===== config.mk =====
export PLATFORM = sky130hd
export DESIGN_NAME = bus_yield_arbiter
export DESIGN_NICKNAME = d
export VERILOG_FILES = /design/src/rtl/yield_pkg.sv /design/src/rtl/yield_sync.sv /design/src/rtl/yield_grant_fsm.sv /design/src/rtl/yield_halt_ctl.sv /design/src/rtl/bus_yield_arbiter.sv
export SDC_FILE = /design/constraint.sdc
export NUM_CORES = 1
export LEC_CHECK = 0
export ABC_AREA = 1
export ABC_CLOCK_PERIOD_IN_PS = 800
export BUFFER_PORTS_ARGS = -buffer_cell sky130_fd_sc_hd__buf_4
export CORE_AREA = 2 2 39 41
export DETAILED_ROUTE_END_ITERATION = 10
export DIE_AREA = 0 0 41 43
export SLEW_MARGIN = 5
export SYNTH_ARGS = -nofsm -noshare
export SYNTH_HDL_FRONTEND = slang
export SYNTH_HIERARCHICAL = 1
export SYNTH_SLANG_ARGS = --single-unit

===== constraint.sdc =====
create_clock -name clk -period 0.8 [get_ports clk]
set_input_delay 0.16 -clock clk [delete_from_list [all_inputs] [get_ports clk]]
set_output_delay 0.16 -clock clk [all_outputs]
set_load 0.01 [all_outputs]

===== src/rtl/yield_pkg.sv =====
package yield_pkg;
  typedef enum logic [0:0] {
    OWNED   = 1'b0,
    YIELDED = 1'b1
  } own_state_t;

  localparam int unsigned DEF_SYNC_STAGES = 2;
endpackage


===== src/rtl/yield_sync.sv =====
module yield_sync #(
  parameter int unsigned STAGES = 2
) (
  input  logic clk,
  input  logic rst_n,
  input  logic din,
  output logic dout
);
  localparam int unsigned LAST = STAGES - 1;

  logic [LAST:0] chain;

  generate
    if (STAGES == 1) begin : g_single
      always_ff @(posedge clk or negedge rst_n) begin
        if (!rst_n) chain <= '0;
        else        chain <= din;
      end
    end else begin : g_multi
      always_ff @(posedge clk or negedge rst_n) begin
        if (!rst_n) chain <= '0;
        else        chain <= {chain[LAST-1:0], din};
      end
    end
  endgenerate

  assign dout = chain[LAST];
endmodule


===== src/rtl/yield_grant_fsm.sv =====
module yield_grant_fsm
  import yield_pkg::*;
(
  input  logic clk,
  input  logic rst_n,
  input  logic req_sync,
  input  logic ext_busy,
  output logic grant,
  output logic oe
);
  own_state_t state_q, state_d;
  logic       oe_q;

  always_comb begin
    state_d = state_q;
    case (state_q)
      OWNED:   if (req_sync && !ext_busy) state_d = YIELDED;
      YIELDED: if (!req_sync)             state_d = OWNED;
      default:                            state_d = OWNED;
    endcase
  end

  always_ff @(posedge clk or negedge rst_n) begin
    if (!rst_n) begin
      state_q <= OWNED;
      oe_q    <= 1'b1;
    end else begin
      state_q <= state_d;
      oe_q    <= (state_d == OWNED);
    end
  end

  assign grant = (state_q == YIELDED);
  assign oe    = oe_q;

  AST_BUSY_BLOCKS_GRANT: assert property (@(posedge clk) disable iff (!rst_n)
    (!grant && ext_busy) |=> !grant);
  AST_GRANT_WHEN_FREE: assert property (@(posedge clk) disable iff (!rst_n)
    (!grant && req_sync && !ext_busy) |=> grant);
  AST_RELEASE_ON_DROP: assert property (@(posedge clk) disable iff (!rst_n)
    (grant && !req_sync) |=> !grant);
  AST_HOLD_WHILE_REQ: assert property (@(posedge clk) disable iff (!rst_n)
    (grant && req_sync) |=> grant);
endmodule


===== src/rtl/yield_halt_ctl.sv =====
module yield_halt_ctl (
  input  logic grant,
  input  logic go_mode,
  input  logic ext_need,
  output logic halt
);
  always_comb begin
    if (!grant)       halt = 1'b0;
    else if (go_mode) halt = ext_need;
    else              halt = 1'b1;
  end

  always_comb begin
    AST_GO_DEFERS_HALT: assert (!(go_mode && !ext_need && halt));
  end
endmodule


===== src/rtl/bus_yield_arbiter.sv =====
module bus_yield_arbiter
  import yield_pkg::*;
#(
  parameter int unsigned SYNC_STAGES = DEF_SYNC_STAGES
) (
  input  logic clk,
  input  logic rst_n,
  input  logic bus_req_in,
  input  logic ext_busy,
  input  logic ext_need,
  input  logic go_mode,
  output logic bus_grant,
  output logic bus_oe,
  output logic core_halt
);
  logic req_sync;

  yield_sync #(.STAGES(SYNC_STAGES)) u_sync (
    .clk  (clk),
    .rst_n(rst_n),
    .din  (bus_req_in),
    .dout (req_sync)
  );

  yield_grant_fsm u_fsm (
    .clk     (clk),
    .rst_n   (rst_n),
    .req_sync(req_sync),
    .ext_busy(ext_busy),
    .grant   (bus_grant),
    .oe      (bus_oe)
  );

  yield_halt_ctl u_halt (
    .grant   (bus_grant),
    .go_mode (go_mode),
    .ext_need(ext_need),
    .halt    (core_halt)
  );

  AST_OE_OPPOSES_GRANT: assert property (@(posedge clk) disable iff (!rst_n)
    bus_oe != bus_grant);
  AST_HALT_TRACKS_GRANT: assert property (@(posedge clk) disable iff (!rst_n)
    !go_mode |-> (core_halt == bus_grant));
  AST_NO_HALT_UNGRANTED: assert property (@(posedge clk) disable iff (!rst_n)
    !bus_grant |-> !core_halt);
endmodule


==> flow_summary_export.csv <==
group,metric,value,unit
timing,worst_pin_slew,0.09019,ns
synthesis,netlist_top_cells_area,"sky130_fd_sc_hd__dfrtp_1 (53%), sky130_fd_sc_hd__dfstp_2 (19%), sky130_fd_sc_hd__a21oi_2 (12%), sky130_fd_sc_hd__inv_1 (11%), sky130_fd_sc_hd__nand2_1 (5.3%)",
clock_network,cts_max_level,1,
timing,fin_ws,-0.2137,ns
setup_path,cp.arrival,0.85,ns
placement,place.detailed.hpwl,188.1,um
power_and_ir_drop,fraction_of_power_consumed_by_sequential_logic,39.2,%
placement,io_buffer_count,8,
floorplan,fp.dieW,41,um
synthesis,synth-seq-area-share,71.68,%
setup_path,timing_worst_setup_path_type,"reg -> out",
synthesis,synth_cell_types,5,
global_route,overall_fraction_of_global_route_tracks_in_use,4.326,%
timing,slew_viol_final,0,
drt,via_count,123,
floorplan,row_count,14,
power_and_ir_drop,power_leakage,0.0001326,uW
status,status,"finished with violations",
timing,max_clock_freq,986.5,MHz
synthesis,post_synth_instance_area,141.4,um^2
synthesis,synth.largest_area_cell,"sky130_fd_sc_hd__dfrtp_1",
global_route,grt_max_degree,5,
power_and_ir_drop,combPwrFrac,11.5,%
drt,viasPerCell,3.000,
synthesis,netlist_instances,12,
drt,detailroute.wirelength.met3,77,um
global_route,grt_overflow,0,
power_and_ir_drop,internal_power,445.2,uW
placement,place_area,221.5,um^2
synthesis,synth-main-ff-cell,"sky130_fd_sc_hd__dfrtp_1",
flow_run,maxCapViolCount,0,
drt,detailroute.wirelength.met2,71,um
global_route,global_route_wire_length_before_repair,324,um
power_and_ir_drop,irDropWorstVdd,0.0009452,V
layout,fill_cells,150,
floorplan,pin_count,9,
power_and_ir_drop,power_switching_share,21.82,%
status,violated_checks,"setup timing",
global_route,first_global_vias,81,
clock_network,cts_made_buffers,3,
placement,weighted_congestion_at_the_end_of_routability_driven_global_placement,0.5214,
clock_network,clkLatencyLatePin,0.24,ns
layout,antenna_cells,0,
global_route,antenna_found_initial,0,
power_and_ir_drop,power.total,569.4,uW
power_and_ir_drop,power_frac_clock,49.2,%
drt,antenna_left,0,
timing,fin_crit_sh,126.7,%
drt,drt-wirelength-per-cell,6.415,um
power_and_ir_drop,net-switching-power,124.2,uW
power_and_ir_drop,power.density_cell_area,2178,nW/um^2
setup_path,worstPathRequired,0.64,ns
setup_path,worstPathMaxFanout,3,
synthesis,syn-mean-instance-area,11.78,um^2
layout,postLayoutCoreUtil,18.90,%
floorplan,die_area,1763,um^2
clock_network,clock_tree_from_tritoncts,"done",
layout,seq_area,101.3,um^2
hold_path,worst_hold_path_type,"in -> reg",
synthesis,ys_warn_count,6,
floorplan,floorplan.initialDensity,10.22,%
drt,route.top_layer_used,"met4",
clock_network,cts-root-to-sink-buffers,2,
drt,routed_length_on_met1,106,um
synthesis,synth_edf_count,0,
drt,postRouteWirelength,263,um
layout,area_growth_syn_to_layout,84.96,%
synthesis,synth_seq_cells,4,
clock_network,register_clock_pin_slew_on_the_reported_worst_setup_and_hold_paths,0.04,ns
layout,multiInputGateArea,25.02,um^2
synthesis,synth.net_count,18,
synthesis,netlist.area_leader.share,53.10,%
synthesis,yosys.cell_count.top_type,"sky130_fd_sc_hd__inv_1",
layout,final_layout_size_suffix_gt1_share,56.00,%
setup_path,worst_setup_path_start_kind,"flip-flop",
setup_path,critical_path.endpoint_type,"output pin",
timing,rsz0062_at_grt,"true",
synthesis,asr_flop_ratio_synth,100.0,%
drt,firstDrtPassIters,4,
timing,final_hold_violation_count,0,
timing,final-setup-viol-count,3,
clock_network,clock_sink_count,4,
floorplan,design.core.area,1384,um^2
floorplan,die_y,43,um
layout,finalNetCount,32,
synthesis,netlist_top_cells_count,"sky130_fd_sc_hd__inv_1 (4), sky130_fd_sc_hd__dfrtp_1 (3), sky130_fd_sc_hd__a21oi_2 (2), sky130_fd_sc_hd__nand2_1 (2), sky130_fd_sc_hd__dfstp_2 (1)",
drt,drt_first_iter_violations,2,
drt,detail_route.drc_violations,0,
timing,layout_min_cycle_time,1.014,ns
timing,finalClockSkew,0.003558,ns
timing,timing.slew.headroom,93.99,%
layout,fin_area,261.5,um^2
clock_network,cts-root-buf,"sky130_fd_sc_hd__clkbuf_4",
[state kept, by name (all words and copies together) (netlist names)]
register and count:
u_fsm/oe 1, u_fsm/grant 1, u_sync/chain 2
[worst max-delay path, stage by stage, from the launching register on]
cell	delay, ns
sky130_fd_sc_hd__dfrtp_1	0.35
sky130_fd_sc_hd__inv_1	0.05
sky130_fd_sc_hd__a21oi_2	0.09
sky130_fd_sc_hd__buf_4	0.12
[routing by layer]
metal  vias up  GRT usage (%)
li1         59              -
met1        50          2.589
met2        12          2.500
met3         2          9.424
met4         0          6.000
met5         -              0
[power groups by stage]
stage / logic [uW] / registers, uW / clock network [uW]
finish: 65.7 / 223 / 280
global route: 72.2 / 224 / 324
CTS: 66.4 / 223 / 296
detailed placement: 60.2 / 225 / 0
global placement: 59.8 / 225 / 0
floorplan: 16.3 / 229 / 0
[per-stage QoR]
stage / TNS [ns] / instances / setup WS [ns] / hold WS (ns)
after detailed placement: 0 / 36 / 0.02535 / -0.04146
final: -0.5376 / 41 / -0.2137 / 0.02541
after floorplan: 0 / 12 / 0.05145 / -0.1356
after global placement: 0 / 36 / 0.04179 / -0.04172
after CTS: -0.5820 / 41 / -0.2334 / 0.01555
after global routing: -0.6769 / 41 / -0.2783 / 0.002650
[area by class of cell]
type / instances / area share [%]
inverter: 4 / 5.742
timing repair buffer: 9 / 28.23
multi-input combinational: 4 / 9.569
sequential: 4 / 38.76
tap: 16 / 7.655
clock buffer: 4 / 10.05
[cell families after synthesis]
kind of cell | synth area share (%)
buf+inv | 10.62
simple gates | 5.312
compound gates | 12.39
flops | 71.68
[repair_timing]
action                                 4_1_cts  5_1_grt
cloned                                       0        0
endpoints found under the hold margin        4        0
hold buffers                                 1        0
setup buffers                                0        0
pin swaps                                    0        0
setup endpoints to repair                    3        3
gates resized for setup                      1        0
[worst paths after layout]
path | slack [ns] | depth (start not counted) | startpoint | to
setup / recovery | -0.21 | 3 | u_fsm/grant$_DFF_PN0_ | core_halt
hold / removal | 0.03 | 1 | bus_req_in | u_sync/chain[0]$_DFF_PN0_
setup reg to reg | 0.17 | 2 | u_fsm/grant$_DFF_PN0_ | u_fsm/grant$_DFF_PN0_
hold reg to reg | 0.35 | 0 | u_sync/chain[0]$_DFF_PN0_ | u_sync/chain[1]$_DFF_PN0_
max in group asynchronous | 0.35 | 2 | rst_n | u_fsm/oe$_DFF_PN1_
min in group asynchronous | 0.25 | 2 | rst_n | u_sync/chain[0]$_DFF_PN0_
[cells in the final DEF, fill, tap and decap left out]
| cell | count |
|---|---|
| sky130_fd_sc_hd__buf_6 | 1 |
| sky130_fd_sc_hd__a21oi_2 | 2 |
| sky130_fd_sc_hd__dfrtp_1 | 3 |
| sky130_fd_sc_hd__clkbuf_4 | 3 |
| sky130_fd_sc_hd__buf_4 | 7 |
| sky130_fd_sc_hd__inv_1 | 4 |
| sky130_fd_sc_hd__clkbuf_1 | 1 |
| sky130_fd_sc_hd__dlygate4sd3_1 | 1 |
| sky130_fd_sc_hd__nand2_1 | 2 |
| sky130_fd_sc_hd__dfstp_2 | 1 |
No activity file was read; power rests on OpenSTA's default activity.
